### src/rtl/sdf_pkg.sv
package sdf_pkg;

   typedef enum logic {
      CAP_CONT = 1'b0,
      CAP_TRIG = 1'b1
   } cap_mode_e;

   // Map the order request onto 1..max_stg; zero or too large means full order.
   function automatic logic [1:0] ord_norm(input logic [1:0] sel, input int max_stg);
      if (sel == 2'd0 || int'(sel) > max_stg) return 2'(max_stg);
      return sel;
   endfunction

endpackage

### src/rtl/sdf_integ.sv
module sdf_integ #(
   parameter int ACC_W = 25,
   parameter int NSTG  = 3
) (
   input  logic                        clk,
   input  logic                        rst_n,
   input  logic                        clr,
   input  logic                        en,
   input  logic                        bit_in,
   output logic [NSTG-1:0][ACC_W-1:0]  acc_nxt
);

   for (genvar s = 0; s < NSTG; s++) begin : g_stg
      logic [ACC_W-1:0] acc_q;
      logic [ACC_W-1:0] nxt;

      if (s == 0) begin : g_first
         assign nxt = acc_q + {{(ACC_W-1){1'b0}}, bit_in};
      end else begin : g_next
         assign nxt = acc_q + g_stg[s-1].nxt;
      end

      always_ff @(posedge clk or negedge rst_n) begin
         if (!rst_n)   acc_q <= '0;
         else if (clr) acc_q <= '0;
         else if (en)  acc_q <= nxt;
      end

      assign acc_nxt[s] = nxt;
   end

endmodule

### src/rtl/sdf_comb.sv
module sdf_comb #(
   parameter int ACC_W = 25,
   parameter int NSTG  = 3
) (
   input  logic              clk,
   input  logic              rst_n,
   input  logic              clr,
   input  logic              dec,
   input  logic [1:0]        order,
   input  logic [ACC_W-1:0]  src,
   output logic [ACC_W-1:0]  y
);

   for (genvar s = 0; s < NSTG; s++) begin : g_stg
      logic [ACC_W-1:0] din;
      logic [ACC_W-1:0] dly_q;
      logic [ACC_W-1:0] dout;

      if (s == 0) begin : g_first
         assign din = src;
      end else begin : g_next
         assign din = g_stg[s-1].dout;
      end

      assign dout = (int'(order) > s) ? din - dly_q : din;

      always_ff @(posedge clk or negedge rst_n) begin
         if (!rst_n)   dly_q <= '0;
         else if (clr) dly_q <= '0;
         else if (dec) dly_q <= din;
      end
   end

   assign y = g_stg[NSTG-1].dout;

endmodule

### src/rtl/sdf_trig.sv
module sdf_trig #(
   parameter int CNT_W = 16
) (
   input  logic              clk,
   input  logic              rst_n,
   input  logic              sync,
   input  logic              dbl,
   input  logic [CNT_W-1:0]  ofs_a,
   input  logic [CNT_W-1:0]  ofs_b,
   output logic              fire,
   output logic              last
);

   logic [CNT_W-1:0] cnt_q;
   logic             act_q;
   logic             hit_a;
   logic             hit_b;

   assign hit_a = act_q && (cnt_q == ofs_a);
   assign hit_b = act_q && dbl && (cnt_q == ofs_b);
   assign fire  = hit_a || hit_b;
   assign last  = dbl ? hit_b : hit_a;

   always_ff @(posedge clk or negedge rst_n) begin
      if (!rst_n) begin
         cnt_q <= '0;
         act_q <= 1'b0;
      end else if (sync) begin
         cnt_q <= '0;
         act_q <= 1'b1;
      end else if (act_q) begin
         if (&cnt_q) act_q <= 1'b0;
         else        cnt_q <= cnt_q + 1'b1;
      end
   end

endmodule

### src/rtl/sinc_decim.sv
module sinc_decim #(
   parameter int OSR_MIN = 8,
   parameter int OSR_MAX = 256,
   parameter int NSTG    = 3,
   parameter int CNT_W   = 16,
   localparam int OSR_W  = $clog2(OSR_MAX) + 1,
   localparam int ACC_W  = NSTG * $clog2(OSR_MAX) + 1
) (
   input  logic              clk,
   input  logic              rst_n,
   input  logic              mod_bit,
   input  logic              mod_vld,
   input  logic [1:0]        ord_sel,
   input  logic [OSR_W-1:0]  osr_sel,
   input  logic              trig_mode,
   input  logic              dbl_en,
   input  logic              pwm_sync,
   input  logic [CNT_W-1:0]  trig_a,
   input  logic [CNT_W-1:0]  trig_b,
   output logic [ACC_W-1:0]  smp_data,
   output logic              smp_vld,
   output logic              smp_irq
);
   import sdf_pkg::*;

   initial begin
      assert (NSTG >= 1 && NSTG <= 3);
      assert (OSR_MIN >= 2 && OSR_MIN <= OSR_MAX);
      assert (CNT_W >= 2);
   end

   logic [OSR_W-1:0]  osr_c, osr_q, bit_cnt_q;
   logic [1:0]        ord_c, ord_q, set_q;
   logic              cfg_chg, acc_en, dec, dec_ok, fire, last, fire_ok, has_q;
   logic [NSTG-1:0][ACC_W-1:0] acc_nxt;
   logic [ACC_W-1:0]  src, y, res_q;
   cap_mode_e         mode;

   assign mode = cap_mode_e'(trig_mode);

   always_comb begin
      if (osr_sel < OSR_W'(OSR_MIN))      osr_c = OSR_W'(OSR_MIN);
      else if (osr_sel > OSR_W'(OSR_MAX)) osr_c = OSR_W'(OSR_MAX);
      else                                osr_c = osr_sel;
   end

   assign ord_c   = ord_norm(ord_sel, NSTG);
   assign cfg_chg = (osr_c != osr_q) || (ord_c != ord_q);
   assign acc_en  = mod_vld && !cfg_chg;
   assign dec     = acc_en && (bit_cnt_q == osr_q - 1'b1);
   assign dec_ok  = dec && (({1'b0, set_q} + 3'd1) >= {1'b0, ord_q});

   always_ff @(posedge clk or negedge rst_n) begin
      if (!rst_n) begin
         osr_q     <= OSR_W'(OSR_MAX);
         ord_q     <= 2'(NSTG);
         bit_cnt_q <= '0;
         set_q     <= '0;
      end else if (cfg_chg) begin
         osr_q     <= osr_c;
         ord_q     <= ord_c;
         bit_cnt_q <= '0;
         set_q     <= '0;
      end else if (acc_en) begin
         bit_cnt_q <= dec ? '0 : bit_cnt_q + 1'b1;
         if (dec && set_q != 2'd3) set_q <= set_q + 2'd1;
      end
   end

   sdf_integ #(.ACC_W(ACC_W), .NSTG(NSTG)) u_integ (
      .clk(clk), .rst_n(rst_n), .clr(cfg_chg), .en(acc_en),
      .bit_in(mod_bit), .acc_nxt(acc_nxt)
   );

   always_comb begin
      src = '0;
      for (int k = 0; k < NSTG; k++)
         if (int'(ord_q) == k + 1) src = acc_nxt[k];
   end

   sdf_comb #(.ACC_W(ACC_W), .NSTG(NSTG)) u_comb (
      .clk(clk), .rst_n(rst_n), .clr(cfg_chg), .dec(dec),
      .order(ord_q), .src(src), .y(y)
   );

   sdf_trig #(.CNT_W(CNT_W)) u_trig (
      .clk(clk), .rst_n(rst_n), .sync(pwm_sync), .dbl(dbl_en),
      .ofs_a(trig_a), .ofs_b(trig_b), .fire(fire), .last(last)
   );

   assign fire_ok = (mode == CAP_TRIG) && fire && has_q && !cfg_chg;

   always_ff @(posedge clk or negedge rst_n) begin
      if (!rst_n) begin
         res_q    <= '0;
         has_q    <= 1'b0;
         smp_data <= '0;
         smp_vld  <= 1'b0;
         smp_irq  <= 1'b0;
      end else begin
         smp_vld <= 1'b0;
         smp_irq <= 1'b0;
         if (cfg_chg) begin
            has_q <= 1'b0;
         end else begin
            if (fire_ok) begin
               smp_data <= res_q;
               smp_vld  <= 1'b1;
               smp_irq  <= last;
            end
            if (dec_ok) begin
               res_q <= y;
               has_q <= 1'b1;
               if (mode == CAP_CONT) begin
                  smp_data <= y;
                  smp_vld  <= 1'b1;
                  smp_irq  <= 1'b1;
               end
            end
         end
      end
   end

   // Full-scale bound of the active configuration, used only by the checks.
   logic [ACC_W-1:0] fs_lim;
   always_comb begin
      fs_lim = {{(ACC_W-1){1'b0}}, 1'b1};
      for (int k = 0; k < NSTG; k++)
         if (k < int'(ord_q)) fs_lim = fs_lim * ACC_W'(osr_q);
   end


   range_limit_chk: assert property (@(posedge clk) disable iff (!rst_n)
      smp_vld |-> smp_data <= fs_lim);


   irq_with_vld_chk: assert property (@(posedge clk) disable iff (!rst_n)
      smp_irq |-> smp_vld);


   cfg_clear_chk: assert property (@(posedge clk) disable iff (!rst_n)
      cfg_chg |=> !smp_vld);


   cont_pace_chk: assert property (@(posedge clk) disable iff (!rst_n)
      (smp_vld && !$past(trig_mode)) |-> $past(mod_vld));


   settle_hold_chk: assert property (@(posedge clk) disable iff (!rst_n)
      (dec && !trig_mode && set_q == 2'd0 && ord_q != 2'd1) |=> !smp_vld);

endmodule

### config.mk
export PLATFORM = sky130hd
export DESIGN_NAME = sinc_decim
export DESIGN_NICKNAME = d
export VERILOG_FILES = /design/src/rtl/sdf_pkg.sv /design/src/rtl/sdf_integ.sv /design/src/rtl/sdf_comb.sv /design/src/rtl/sdf_trig.sv /design/src/rtl/sinc_decim.sv
export SDC_FILE = /design/constraint.sdc
export NUM_CORES = 1
export LEC_CHECK = 0
export BUFFER_PORTS_ARGS = -buffer_cell sky130_fd_sc_hd__buf_2
export CORE_UTILIZATION = 35
export CTS_CLUSTER_SIZE = 12
export DETAILED_ROUTE_END_ITERATION = 6
export GPL_ROUTABILITY_DRIVEN = 0
export HOLD_SLACK_MARGIN = 0.05
export PLACE_DENSITY = 0.54
export SKIP_LAST_GASP = 1
export SLEW_MARGIN = 20
export SYNTH_ARGS = -nofsm -noshare
export SYNTH_HDL_FRONTEND = slang
export SYNTH_HIERARCHICAL = 1
export SYNTH_SLANG_ARGS = --single-unit
### constraint.sdc
create_clock -name clk -period 11 [get_ports clk]
set_input_delay 0.55 -clock clk [delete_from_list [all_inputs] [get_ports clk]]
set_output_delay 0.55 -clock clk [all_outputs]
set_load 0.02 [all_outputs]
Yosys cells after proc, flatten, opt, wreduce, memory -nomap -nowiden
Index checks and enable logic that the tools add are counted.
{ "totals": {"regBits": 242, "latch_bits": 0, "mem_bits_rw": 0, "romBits": 0, "input_bits": 50, "out_inout_bits": 27, "memories": 0} }
{ "op_classes": {"n_addsub": 11, "n_mul": 0, "div": 0, "order_cmp": 6, "eq_ne": 10, "n_shift": 0, "n_mux": 49, "n_bitwise": 1, "reduce_logical": 23} }
{ "op_table": {"columns": ["cell", "n"], "rows": [
  ["$mux 25", 21],
  ["$sub 25x25->25", 3],
  ["$add 25x25->25", 2],
  ["$mux 16", 3],
  ["$mux 9", 5],
  ["$eq 16x16->1", 2],
  ["$add 25x1->25", 1],
  ["$add 16x1->16 const B", 1],
  ["$reduce_and 16->1", 1],
  ["$mux 1", 15],
  ["$logic_and 1x1->1", 10],
  ["$mux 2", 5],
  ["$reduce_bool 2->1", 5],
  ["$add 9x1->9 const B", 1],
  ["$eq 9x9->1", 1],
  ["$gt 9x9->1 const B", 1],
  ["$lt 9x4->1 const B", 1],
  ["$ne 9x9->1", 1],
  ["$sub 9x1->9 const B", 1],
  ["$reduce_and 2->1", 3],
  ["$eq 2x2->1 const B", 2],
  ["$gt 2x1->1 const B", 2],
  ["$ne 2x2->1 const B", 2],
  ["$add 2x1->3 const B", 1],
  ["other kinds (9)", 10]
]} }

Depth between registers and ports, before layout
{ "logic_depth": {"ltp_word": 12, "depth_mapped": 50, "mapped_depth_nobuf": 49} }

Cells and area by module
Netlist, hierarchy kept.
{ "modules_own_cells": {"columns": ["mod", "n_inst", "cells_per_inst", "area_each_um2", "seq_area_each_um2"], "rows": [
  ["sdf_comb", 1, 1003, 7771.2, 1876.8],
  ["sdf_integ", 1, 673, 5928.2, 1876.8],
  ["sinc_decim", 1, 491, 4586.9, 1880.6],
  ["sdf_trig", 1, 148, 1320.0, 425.4]
]} }

Worst setup path before layout
OpenSTA, ideal clock, no wires.
{ "synth_path": {"kind": "input-to-reg", "from": "input mod_bit", "to": "register smp_data[22]", "setup_ns": 0.086, "t_arrival_ns": 9.189, "t_required_ns": 10.914, "path_slack_ns": 1.725, "stages": 49, "n_path_buf": 2, "cell_sequence": "ha_1 > ha_1 > and3_1 > and3_1 > xor2_1 > ha_1 > o21ai_1 > nand2b_1 > and2_1 > a21o_1 > a21oi_1 > xnor2_1 > ha_1 > and3_1 > a221o_1 > a21oi_1 > xnor2_1 > mux2i_1 > (+13 left out) > a21o_1 > inv_1 > o31ai_1 > xnor2_1 > a21oi_1 > ha_1 > a21o_1 > a2111o_1 > a311oi_1 > o31a_1 > o41ai_2 > a31oi_2 > xnor2_1 > nor2_1 > a311oi_1 > nor3_1 > and3_1 > nor3_1"} }
{ "synth_lines": {"columns": ["item", "line", "source"], "rows": [
  ["from (decl)", "sinc_decim.sv:11", "input logic mod_bit,"],
  ["to (signal assigned)", "sinc_decim.sv:107", "smp_data <= res_q;"],
  ["to (signal assigned)", "sinc_decim.sv:115", "smp_data <= y;"],
  ["to (decl)", "sinc_decim.sv:20", "output logic [ACC_W-1:0] smp_data,"]
]} }

==> qor.txt <==
crit path time final: 10.28 ns
Syn Nets: 2499
Top delay family on crit path: compound AO/OA/AOI/OAI gates
R2R Setup Slk: 0.72 ns
Tightest Hold Check Type: in2async
GR Layer Usage met1: 24.7%
setup TNS: 0 ns
worst r2r dst: smp_data[22]$_DFFE_PN0P_
number of buffers created by CTS: 30
Seq/Total Area, Yosys: 30.9%
FP Rows: 86
Post-Synthesis Cells: 2315
grt ovf: 0
Synth-to-Final Area Change: 11.9%
Clock transition at path regs: 0.06 ns
largest net degree at the start of global routing: 110
DR vias/cell: 5.35
Max Clock Freq: 97.3 MHz
Req. time, crit path: 11.49 ns
first-pass GRT wire length: 84.7 mm
outcome: finished with violations
crit path kind: reg2reg
IO Pins: 77
Root Buffer: clkbuf_16
final number of hold-violating endpoints: 1
synth cell count leaders: nor2_1, dfrtp_1, nand2_1
Yosys cell types: 95
Worst Path Arrival: 10.77 ns
Post-Route WL: 52.0 mm
count of pins over their slew limit: 0
CTS sink count: 242
dominant cell type by area after synthesis: dfrtp_1
CP peak stage delay: 0.43 ns
Leak: 0.0101 uW
worst-margin pin slew: 0.986 ns
Synth warnings: 6
layout cell share with drive strength beyond 1: 10.6%
via count: 16700
CTS Hold Bufs: 0
nets@finish: 2527
DIE AREA: 57000 um^2
failing checks: negative hold slack
final worst-path cycle share: 93.5%
relative slew slack: 34.3%
Antenna Nets Post-Route: 0
fillers: 5566
worst reg-to-reg path cell count: 49
ys flop type: dfrtp_1
clk_lat worst skew: 0.59 ns
Initial Util: 35.5%
1st-pass router iterations: 5
flops & latches, synth: 242
GR Layer Usage met2: 30.1%
CTS Buffer Depth: 3
Iter 0 DRT Violations: 861
hpwl dp: 37.0 mm
total power draw: 2300 uW
grt peak-use layer: met2
DRC viols: 0
Mapped Avg Cell Area: 8.47 um^2
number of synthesized flops with an enable pin: 0
Critical Path Source: u_integ/g_stg[0].acc_q[0]$_DFFE_PN0P_
clk_skew: 0.0210 ns
Core ar.: 55200 um^2
Synth top area share: 30.5%
worst hold margin: -0.00717 ns
Worst setup EP type: register
die width: 239 um
WL per Instance: 16.7 um
Chip Height: 239 um
CP Depth: 49
Worst Path Buf+Inv: 1
FF-to-FF Start: u_integ/g_stg[0].acc_q[0]$_DFFE_PN0P_
Max-Cap Viols: 0
Area contributors post-synth: dfrtp_1, ha_1, mux2i_1
H-tree depth: 1
antenna violations before repair: 0
slowest CP cell: ha_1
top-count cell post-synth: nor2_1
PD cells: 105 nW/um^2
PortBufs: 76
fraction of registers with async set/reset: 100%
worst vdd ir: 0.000111 V
antenna diode count: 0
Area after DPL: 20800 um^2
CTS tree: done
Design Area, Final: 21900 um^2
mapped cell area: 19600 um^2
Worst path most repeated cell: ha_1
final setup fails: 0
RSZ-0062 raised after global routing: false
GRT Resource Usage Total: 18.0%
M3 GR Usage: 1.65%
vias in the first global route: 16200
Setup crit start kind: register
Critical Path Fanout Max: 8
-- power breakdown --
group          switching (uW)  internal (uW)  leakage [uW]  total [uW]
registers                6.61            894       0.00336         900
logic                     180            108       0.00622         287
clock network             412            704      0.000537        1120
total                     598           1710        0.0101        2300
-- repair_timing --
item	CTS	global route
endpoints found under the setup margin	0	16
gates resized for setup	0	21
setup buffers	0	2
-- final cells by class --
class	count	area, um^2	share of cell area [%]
clock inverters	15	258	1.17
repair buffers	118	706	3.22
well taps	748	936	4.26
multi-input cells	1813	12600	57.5
clock buffers	41	853	3.89
inverters	138	520	2.37
flip-flops and latches	242	6060	27.6
-- placed cells by master (no fill, tap or decap), types with 14 or more instances in the layout --
| cell type | netlist | layout |
|---|---|---|
| buf_2 | 22 | 75 |
| mux2i_1 | 107 | 107 |
| ha_1 | 128 | 127 |
| and3_1 | 52 | 52 |
| o211ai_1 | 21 | 21 |
| dfrtp_1 | 239 | 239 |
| nor2_1 | 277 | 275 |
| clkbuf_16 | 0 | 31 |
| xor2_1 | 98 | 98 |
| nand2_1 | 169 | 169 |
| nand3_1 | 43 | 43 |
| xnor2_1 | 109 | 107 |
| a211oi_1 | 75 | 74 |
| mux2_2 | 14 | 14 |
| mux2_1 | 20 | 20 |
| nand4_1 | 31 | 31 |
| a21o_1 | 53 | 53 |
| o21a_1 | 30 | 30 |
| nor3_1 | 81 | 81 |
| a21oi_1 | 132 | 130 |
| nor2b_1 | 18 | 17 |
| o21ai_0 | 102 | 94 |
| inv_1 | 135 | 135 |
| nand2b_1 | 28 | 28 |
| buf_4 | 1 | 42 |
-- sequential cells by signal, summed over array words and instances, names as in the netlist --
signal               count
u_comb/g_stg.dly_q      75
u_integ/g_stg.acc_q     75
res_q                   25
smp_data                25
u_trig/cnt_q            16
bit_cnt_q                9
osr_q                    9
ord_q                    2
set_q                    2
has_q                    1
smp_irq                  1
smp_vld                  1
u_trig/act_q             1
-- per-stage QoR --
stage / hold slack (ns) / instances / setup slack, ns / util, %
6_report: -0.00717 / 3115 / 0.717 / 39.8
5_1_grt: 0.102 / 3115 / 0.00316 / 39.8
4_1_cts: 0.0527 / 3113 / 0.191 / 39.6
3_5_place_dp: 0.467 / 3057 / -0.0295 / 37.6
2_1_floorplan: 0.254 / 2315 / 1.73 / -
3_3_place_gp: 0.463 / 3057 / 0.0849 / 37.6
-- metal layers --
layer,wire (um),vias up
met3,1610,85
met2,23800,288
met4,1400,0
met1,25200,8015
met5,0,-
li1,-,8272
-- logic make-up after synthesis --
family          synth area share [%]
mux                             7.42
buf+inv                         5.27
flops                           30.9
simple gates                    19.4
compound gates                  18.9
xor+xnor                        9.37
fa+ha+maj                       8.78
-- worst max-delay path by stage --
| stage | end | slack [ns] |
|---|---|---|
| 6_report | smp_data[22]$_DFFE_PN0P_ | 0.72 |
| 5_1_grt | smp_data[22]$_DFFE_PN0P_ | 0.003 |
| 4_1_cts | smp_data[22]$_DFFE_PN0P_ | 0.19 |
| 3_5_place_dp | smp_data[22]$_DFFE_PN0P_ | -0.03 |
| 3_3_place_gp | smp_data[22]$_DFFE_PN0P_ | 0.08 |
| 2_1_floorplan | smp_data[22]$_DFFE_PN0P_ | 1.73 |
Power figures use the tool's default switching activity.
